--- config.mk ---
export PLATFORM = sky130hd
export DESIGN_NAME = adj_sorter
export DESIGN_NICKNAME = d
export VERILOG_FILES = /design/src/rtl/adjsrt_pkg.sv /design/src/rtl/adjsrt_mem.sv /design/src/rtl/adjsrt_cmp.sv /design/src/rtl/adjsrt_ctrl.sv /design/src/rtl/adj_sorter.sv
export SDC_FILE = /design/constraint.sdc
export NUM_CORES = 1
export LEC_CHECK = 0
export ABC_AREA = 1
export CAP_MARGIN = 20
export CORE_MARGIN = 8
export CORE_UTILIZATION = 55
export CTS_CLUSTER_SIZE = 28
export DETAILED_ROUTE_END_ITERATION = 8
export DONT_BUFFER_PORTS = 1
export PLACE_DENSITY = 0.7
export SYNTH_ARGS = -nofsm -noshare
export SYNTH_HDL_FRONTEND = slang
export SYNTH_SLANG_ARGS = --single-unit
export TNS_END_PERCENT = 1
--- constraint.sdc ---
create_clock -name clk -period 4.7 [get_ports clk]
set_input_delay 0.235 -clock clk [delete_from_list [all_inputs] [get_ports clk]]
set_output_delay 0.235 -clock clk [all_outputs]
set_load 0.05 [all_outputs]
--- src/rtl/adjsrt_pkg.sv ---
package adjsrt_pkg;
    localparam int unsigned KEY_W = 7;
    localparam int unsigned WGT_W = 8;
    localparam int unsigned ENT_W = 1 + KEY_W + WGT_W;

    typedef struct packed {
        logic             vld;
        logic [KEY_W-1:0] key;
        logic [WGT_W-1:0] wgt;
    } adj_ent_t;

    typedef enum logic [2:0] {
        ST_IDLE,
        ST_FETCH_LO,
        ST_FETCH_HI,
        ST_STORE,
        ST_FINISH
    } srt_state_e;
endpackage

--- src/rtl/adjsrt_mem.sv ---
module adjsrt_mem #(
    parameter int unsigned DEPTH = 4,
    parameter int unsigned AW    = $clog2(DEPTH)
) (
    input  logic                         clk,
    input  logic [AW-1:0]                addr,
    input  logic                         wr_en,
    input  logic [adjsrt_pkg::ENT_W-1:0] wr_data,
    input  logic                         pair_en,
    input  logic [adjsrt_pkg::ENT_W-1:0] pair_lo,
    input  logic [adjsrt_pkg::ENT_W-1:0] pair_hi,
    output logic [adjsrt_pkg::ENT_W-1:0] rd_data
);
    logic [adjsrt_pkg::ENT_W-1:0] store_q [DEPTH];
    logic [AW-1:0]                addr_up;

    assign addr_up = addr + 1'b1;
    assign rd_data = store_q[addr];

    // Pair write puts both halves of a compare-and-swap back in one edge.
    always_ff @(posedge clk) begin
        if (pair_en) begin
            store_q[addr]    <= pair_lo;
            store_q[addr_up] <= pair_hi;
        end else if (wr_en) begin
            store_q[addr] <= wr_data;
        end
    end
endmodule

--- src/rtl/adjsrt_cmp.sv ---
module adjsrt_cmp
    import adjsrt_pkg::*;
(
    input  adj_ent_t ent_a,
    input  adj_ent_t ent_b,
    output adj_ent_t ent_lo,
    output adj_ent_t ent_hi
);
    logic a_after_b;

    // An invalid entry sits above every valid one. Equal keys never swap,
    // which keeps the sort stable.
    always_comb begin
        if (ent_a.vld) a_after_b = ent_b.vld && (ent_a.key > ent_b.key);
        else           a_after_b = ent_b.vld;
        ent_lo = a_after_b ? ent_b : ent_a;
        ent_hi = a_after_b ? ent_a : ent_b;
    end
endmodule

--- src/rtl/adjsrt_ctrl.sv ---
module adjsrt_ctrl
    import adjsrt_pkg::*;
#(
    parameter int unsigned DEPTH = 4,
    parameter int unsigned AW    = $clog2(DEPTH)
) (
    input  logic             clk,
    input  logic             rst_n,
    input  logic             start,
    input  logic [ENT_W-1:0] rd_data,
    output logic [AW-1:0]    sort_addr,
    output logic             pair_en,
    output logic [ENT_W-1:0] pair_lo,
    output logic [ENT_W-1:0] pair_hi,
    output logic             busy,
    output logic             done
);
    localparam logic [AW-1:0] LAST_PASS = AW'(DEPTH - 2);

    srt_state_e    state_q, state_d;
    logic [AW-1:0] pos_q, pass_q, last_pos;
    adj_ent_t      hold_q, lo_q, hi_q, cmp_lo, cmp_hi;
    logic          pair_last;

    assign last_pos  = LAST_PASS - pass_q;
    assign pair_last = (pos_q == last_pos) && (pass_q == LAST_PASS);

    adjsrt_cmp u_cmp (
        .ent_a (hold_q),
        .ent_b (adj_ent_t'(rd_data)),
        .ent_lo(cmp_lo),
        .ent_hi(cmp_hi)
    );

    always_comb begin
        state_d = state_q;
        unique case (state_q)
            ST_IDLE:     if (start) state_d = ST_FETCH_LO;
            ST_FETCH_LO: state_d = ST_FETCH_HI;
            ST_FETCH_HI: state_d = ST_STORE;
            ST_STORE:    state_d = pair_last ? ST_FINISH : ST_FETCH_LO;
            ST_FINISH:   state_d = ST_IDLE;
            default:     state_d = ST_IDLE;
        endcase
    end

    always_ff @(posedge clk or negedge rst_n) begin
        if (!rst_n) state_q <= ST_IDLE;
        else        state_q <= state_d;
    end

    always_ff @(posedge clk or negedge rst_n) begin
        if (!rst_n) begin
            pos_q  <= '0;
            pass_q <= '0;
            hold_q <= '0;
            lo_q   <= '0;
            hi_q   <= '0;
        end else begin
            unique case (state_q)
                ST_IDLE: begin
                    pos_q  <= '0;
                    pass_q <= '0;
                end
                ST_FETCH_LO: hold_q <= adj_ent_t'(rd_data);
                ST_FETCH_HI: begin
                    lo_q <= cmp_lo;
                    hi_q <= cmp_hi;
                end
                ST_STORE: begin
                    if (pos_q == last_pos) begin
                        pos_q  <= '0;
                        pass_q <= pass_q + 1'b1;
                    end else begin
                        pos_q <= pos_q + 1'b1;
                    end
                end
                default: ;
            endcase
        end
    end

    always_comb begin
        busy      = 1'b0;
        done      = 1'b0;
        pair_en   = 1'b0;
        sort_addr = pos_q;
        unique case (state_q)
            ST_IDLE:     ;
            ST_FETCH_LO: busy = 1'b1;
            ST_FETCH_HI: begin
                busy      = 1'b1;
                sort_addr = pos_q + 1'b1;
            end
            ST_STORE: begin
                busy    = 1'b1;
                pair_en = 1'b1;
            end
            ST_FINISH:   done = 1'b1;
            default:     ;
        endcase
    end

    assign pair_lo = lo_q;
    assign pair_hi = hi_q;
endmodule

--- src/rtl/adj_sorter.sv ---
module adj_sorter
    import adjsrt_pkg::*;
#(
    parameter int unsigned DEPTH = 4
) (
    input  logic                     clk,
    input  logic                     rst_n,
    input  logic                     sort_start,
    output logic                     sort_busy,
    output logic                     sort_done,
    input  logic                     ext_we,
    input  logic [$clog2(DEPTH)-1:0] ext_addr,
    input  logic [ENT_W-1:0]         ext_wdata,
    output logic [ENT_W-1:0]         ext_rdata
);
    localparam int unsigned AW = $clog2(DEPTH);

    logic [AW-1:0]    sort_addr, mem_addr;
    logic             pair_en, mem_we;
    logic [ENT_W-1:0] pair_lo, pair_hi, rd_data;

    // The sorter owns the single port while busy; outside writes are dropped.
    assign mem_addr  = sort_busy ? sort_addr : ext_addr;
    assign mem_we    = ext_we && !sort_busy;
    assign ext_rdata = rd_data;

    adjsrt_ctrl #(.DEPTH(DEPTH), .AW(AW)) u_ctrl (
        .clk      (clk),
        .rst_n    (rst_n),
        .start    (sort_start),
        .rd_data  (rd_data),
        .sort_addr(sort_addr),
        .pair_en  (pair_en),
        .pair_lo  (pair_lo),
        .pair_hi  (pair_hi),
        .busy     (sort_busy),
        .done     (sort_done)
    );

    adjsrt_mem #(.DEPTH(DEPTH), .AW(AW)) u_mem (
        .clk    (clk),
        .addr   (mem_addr),
        .wr_en  (mem_we),
        .wr_data(ext_wdata),
        .pair_en(pair_en),
        .pair_lo(pair_lo),
        .pair_hi(pair_hi),
        .rd_data(rd_data)
    );
endmodule

Word-level counts from Yosys, hierarchy flattened --
Memories as Yosys holds them, arrays and structs flattened. Index checks and enable logic that the tools add are counted.
Storage, ports and cells: RAM bits 64, input bits 22, output and inout bits 18, memories kept 1, register bits 55, logic and storage cells 56
Operators by class: reduce and logical (&&, ||, !) cells 8, equality and inequality tests 8, bitwise gates (word level) 1, $add $sub $neg 4, order comparisons 1, muxes and demuxes 21
Memory list:
- u_mem.store_q | words 4, width 16, rd ports 1, clocked after memory_dff 0, wr ports 2, RTL line adjsrt_mem.sv:14 | logic [adjsrt_pkg::ENT_W-1:0] store_q [DEPTH];
Operator list (count):
- 16-bit two-way mux | 3
- 3-bit one-hot mux with 4 select lines | 1
- 1-bit two-way mux | 9
- 2-bit two-way mux | 4
- 2-bit one-hot mux with 2 select lines | 2
- 7-bit > comparator | 1
- 2-bit by 1-bit adder with 2-bit output (second input constant) | 3
- 3-bit by 2-bit == test with 1-bit output (second input constant) | 2
- 3-bit two-way mux | 2
- 3-bit by 1-bit == test with 1-bit output (second input constant) | 1
- 3-bit == test (second input constant) | 1
- 1-bit logical AND | 3
- 3-bit logical NOT | 1
- 3-bit OR reduction | 1
- 2-bit == test | 1
- 2-bit == test (second input constant) | 1
- 2-bit by 1-bit inequality test with 1-bit output (second input constant) | 1
- 2-bit inequality test (second input constant) | 1
- 2-bit AND reduction | 1
- 2-bit nonzero test | 1
- 2-bit subtractor (first input constant) | 1
- 1-bit logical NOT | 1
- 1-bit bitwise OR | 1

Depth between registers and ports, before layout --
depth after elaboration 9, gate-level depth with buffers 26

Modules after synthesis --
From an unflattened synthesis, not the netlist that was laid out.
Second synthesis, totals: cells, all modules 850, area, all modules 7015.5 um^2
Modules (own cells, without submodules):
- adjsrt_mem | seq. area each 1921.8 um^2, times used 1, area an instance 3717.3 um^2, cells an instance 446
- adjsrt_ctrl | seq. area each 1376.3 um^2, times used 1, area an instance 2387.3 um^2, cells an instance 257
- adjsrt_cmp | seq. area each 0.0 um^2, times used 1, area an instance 877.1 um^2, cells an instance 138
- adj_sorter | seq. area each 0.0 um^2, times used 1, area an instance 33.8 um^2, cells an instance 9

Worst setup path after synthesis --
OpenSTA, ideal clock, no wires.
path kind reg2reg, start point register u_ctrl.state_q[0], end point register u_ctrl.hi_q, in the netlist u_ctrl.pair_hi[14], required time 4582 ps, setup slack 711 ps, setup time 118 ps, stages on the path, launching flop included 23, data arrival time 3871 ps, clock period less this slack 3989 ps, path through dfrtp_1 -> buf_4 -> nor2_2 -> nor2_2 -> nand2_1 -> nand2_2 -> inv_1 -> nor2_1 -> inv_2 -> o221ai_1 -> inv_1 -> ha_1 -> a21oi_1 -> nor2_1 -> a211oi_1 -> nand2_1 -> nand2_1 -> nand2_2 -> nand2_2 -> buf_6 -> nand2_1 -> nand3_1 -> nand2_1
On the way: cells in the longest elaborated chain, start to end 9, elaborated cells between the ends (all ways) 12, those cells by class order compare: 1; eq/ne: 3; mux: 5; reduce/logical: 2; memory: 1
Ends and longest elaborated chain:
- from (decl) | RTL line adjsrt_ctrl.sv:20 | srt_state_e state_q, state_d;
- from (signal assigned) | RTL line adjsrt_ctrl.sv:49 | else state_q <= state_d;
- 3-bit by 1-bit == test with 1-bit output / 3-bit by 2-bit == test with 1-bit output (equally long branches) | RTL line adjsrt_ctrl.sv:88 | unique case (state_q)
- 3-bit OR reduction (no line) (*)
- 1-bit two-way mux (*) | RTL line adjsrt_ctrl.sv:88
- named net sort_busy | RTL line adj_sorter.sv:9 | output logic sort_busy,
- 2-bit two-way mux (*) | RTL line adj_sorter.sv:23 | assign mem_addr = sort_busy ? sort_addr : ext_addr;
- memory 4 x 16 bit (*)
- named net ext_rdata[12] | RTL line adj_sorter.sv:14 | output logic [ENT_W-1:0] ext_rdata
- 7-bit > comparator (*) | RTL line adjsrt_cmp.sv:14 | if (ent_a.vld) a_after_b = ent_b.vld && (ent_a.key > ent_b.key);
- 1-bit logical AND (*) | RTL line adjsrt_cmp.sv:14
- 1-bit two-way mux (*) | RTL line adjsrt_cmp.sv:14
- 16-bit two-way mux (*) | RTL line adjsrt_cmp.sv:17 | ent_hi = a_after_b ? ent_a : ent_b;
- to (signal assigned) | RTL line adjsrt_ctrl.sv:68 | hi_q <= cmp_hi;
- to (decl) | RTL line adjsrt_ctrl.sv:22 | adj_ent_t hold_q, lo_q, hi_q, cmp_lo, cmp_hi;
The timed path passes the listed nets; every way through them passes the cells marked *. A chain may end at the register's enable or synchronous reset.

Worst setup path in the final report --
start point register u_ctrl.state_q[0], end point register u_ctrl.hi_q, in the netlist u_ctrl.pair_hi[12]
On the way: cells in the longest elaborated chain, start to end 9, elaborated cells between the ends (all ways) 12, those cells by class order compare: 1; eq/ne: 3; mux: 5; reduce/logical: 2; memory: 1
Ends and longest elaborated chain (RTL line):
- 3-bit by 1-bit == test with 1-bit output (tied with other cells) | adjsrt_ctrl.sv:88
- 3-bit OR reduction (no line)
- 1-bit two-way mux | adjsrt_ctrl.sv:88
- 2-bit two-way mux | adj_sorter.sv:23
- memory 4 x 16 bit
- 7-bit > comparator | adjsrt_cmp.sv:14
- 1-bit logical AND | adjsrt_cmp.sv:14
- 1-bit two-way mux | adjsrt_cmp.sv:14
- 16-bit two-way mux | adjsrt_cmp.sv:17
Several ways; a longest one is shown, not always the timed one.

==> key figures <==
Timing
  – Clk_skew: 8.18 ps
  – Setup Viol. Count Final: 0
  – Final Critical Period: 3990 ps
  – Worst-Margin Slew: 1080 ps
  – Max Fclk: 250 MHz
  – Slew Limit Fails: 0
  – Setup_tns: 0 ps
  – Max_slew headroom: 0.277
  – RSZ-0062 raised after global routing: false
  – Final period util: 0.850
  – Final Hold Viols: 0

CTS
  – Worst-path clk slew: 60 ps
  – Clock Tree Buf Depth: 2
  – CTS Buf Count: 17
  – Root buffer cell: clkbuf_8
  – Clock latency reported for the late side of the worst-skew pair: 520 ps
  – CTS HTree Levels: 4
  – Post-CTS Resized: 0
  – CTS tree: yes
  – Sinks on the clock net: 119

Placed design
  – Final Wtd Congestion: 0.827
  – Port buffer count: 0
  – # placed instances: 866
  – Post-DP HPWL: 10300 um
  – Post-DP Area: 6340 um2

Route
  – Final ANT Viol Nets: 0
  – First-pass DRT Iterations: 5
  – Drc violations: 0
  – Drt via density: 5.56
  – Via Count: 5006
  – DRT iter0 DRCs: 436
  – Routed WL per cell: 16.7 um
  – Sum of routed wire length over all layers: 15100 um

Synth
  – Most common cell in the netlist: nand2_1
  – Seq/Total Area, Yosys: 0.540
  – Top post-synthesis cells by count: 250 x nand2_1, 91 x inv_1, 87 x o21ai_0
  – Post-Syn Area per Cell: 8.33 um2
  – Library cells used by synthesis: 30
  – Synth warn: 0
  – Syn Nets: 763
  – Synthesized area: 6110 um2
  – Async S/R FF share, synth: 0.462
  – Seq cells post-synth: 119
  – Prevailing post-synth register cell: edfxtp_1
  – Post-Synthesis Cells: 734
  – Number of enable flip-flop cells after synthesis: 64
  – Top cells by area, synth: edfxtp_1 31%, dfrtp_1 23%, nand2_1 15%
  – Area leader, netlist: edfxtp_1
  – Yosys top cell area share: 0.314

Layout
  – Fill cells: 862
  – Post-Layout Inst Area: 7010 um2
  – Multi-input gate area: 2290 um2
  – # diodes: 0
  – Register Area: 3300 um2
  – Non-filler instance count after layout: 901
  – Area delta synth->final: 14.6%
  – Nets@finish: 777
  – Fraction of layout cells with a size suffix above 1: 0.101

Flow run
  – Total of max-cap violations: 0

GRT
  – Gr usage total: 0.210
  – Grt total ovfl: 0
  – Initial antenna violation count: 0
  – First-pass GRT wire length: 24200 um
  – Vias in the first global route: 4710
  – Pin count of the biggest net entering global routing: 56

Die
  – Standard-cell row count: 38
  – Die height: 121 um
  – Core area: 10800 um2
  – Die X: 121 um
  – Starting Density: 0.564
  – Die footprint: 14700 um2
  – IO Count: 40

Status
  – Status: finished, final reports clean

Setup path
  – Worst Setup Start Kind: flip-flop
  – Critical Path Sink Type: flip-flop
  – Worst r2r dst: u_ctrl.pair_hi[12]
  – CP Max Fanout: 30
  – Crit Path Category: reg2reg
  – Arr. time, crit path: 4390 ps
  – Worst setup path startpoint: u_ctrl.state_q[0]
  – CP required: 5100 ps
  – R2R setup slack: 710 ps
  – Worst reg2reg startpoint: u_ctrl.state_q[0]
  – R2r worst-path depth: 21

Hold path
  – Hold Path Class: in2reg
  – Worst hold stages: 4
  – Hold Crit Start: ext_wdata[10]
  – Hold Path End: u_mem.store_q[1][10]
placed cells by master, fill, tap and decap left out, types with 4 or more instances in the layout:
cell type / Yosys / routed
nand2_1: 250 / 250
inv_1: 91 / 91
o21ai_0: 87 / 87
nand3_1: 71 / 71
edfxtp_1: 64 / 64
dfrtp_1: 55 / 55
buf_4: 1 / 29
clkbuf_16: 0 / 16
nor2_1: 13 / 13
a22oi_1: 13 / 13
o221ai_1: 13 / 13
a21oi_1: 8 / 8
ha_1: 7 / 7
nand2_2: 6 / 6
bufinv_16: 0 / 4
registers in the layout, summed over array words and instances (netlist names):
signal          flops
u_ctrl.pass_q       2
u_ctrl.state_q      3
u_ctrl.pair_hi     16
u_ctrl.pos_q        2
u_ctrl.pair_lo     16
u_ctrl.hold_q      16
u_mem.store_q      64
final cells by class:
type                    instances  area share
clock buffers                  17      0.0591
multi-input cells             483       0.328
inverters                      95      0.0509
clock inverters                15      0.0288
repair buffers                 32      0.0379
flip-flops and latches        119       0.471
well taps                     140      0.0250
what timing repair did:
| item | CTS | global route |
|---|---|---|
| hold buffers | 3 | 0 |
| setup buffers | 0 | 0 |
| hold endpoints to repair | 56 | 0 |
logic make-up after synthesis:
logic type / after synthesis / synth area share
AOI/OAI and AO/OA: 127 / 0.121
xor gates and xnor gates: 2 / 0.00287
adders and majority gates: 7 / 0.0143
buffers and inverters: 132 / 0.0874
DFF: 119 / 0.540
muxes: 1 / 0.00184
and+or+nand+nor: 346 / 0.233
worst max path at each step:
stage                                    end  slack [ps]  depth (start not counted)
after floorplan           u_ctrl.pair_hi[14]         710                         22
after global placement    u_ctrl.pair_lo[12]         960                         21
after detailed placement  u_ctrl.pair_hi[12]         840                         21
after CTS                 u_ctrl.pair_hi[12]         760                         21
after global routing       u_ctrl.pair_hi[1]         370                         21
final                     u_ctrl.pair_hi[12]         710                         21
worst max-delay path, stage by stage, from the launching register on:
cell      delay, ps
dfrtp_1         480
nor2_2          160
nor2_2           40
buf_4           190
or2_0           220
nand2_2         120
inv_2            60
nor2_1          170
inv_2           190
o221ai_1        500
inv_1           190
ha_1            260
a21oi_1         160
nor2_1           50
a211oi_1        160
nand2_1          70
nand2_1          70
nand2_2          60
nand2_2         400
nand2_1         110
nand3_1         110
nand2_1          60
through the flow:
step | hold slack [ps] | util | worst slack (ps)
2_1_floorplan | -60.6 | - | 711
3_3_place_gp | -59.0 | 0.585 | 958
3_5_place_dp | -59.4 | 0.585 | 837
4_1_cts | 90.5 | 0.646 | 765
5_1_grt | 120 | 0.646 | 374
6_report | 97.2 | 0.646 | 706
per-layer routing:
metal,up-vias,wire (um),GRT usage
li1,2445,-,-
met4,0,180,0.0517
met2,211,7070,0.332
met3,21,1180,0.0512
met5,-,0,0
met1,2329,6640,0.285
Power is left out: the tool's default activity adds up to more than one toggle a clock period on the data nets, which glitch-free logic cannot reach.
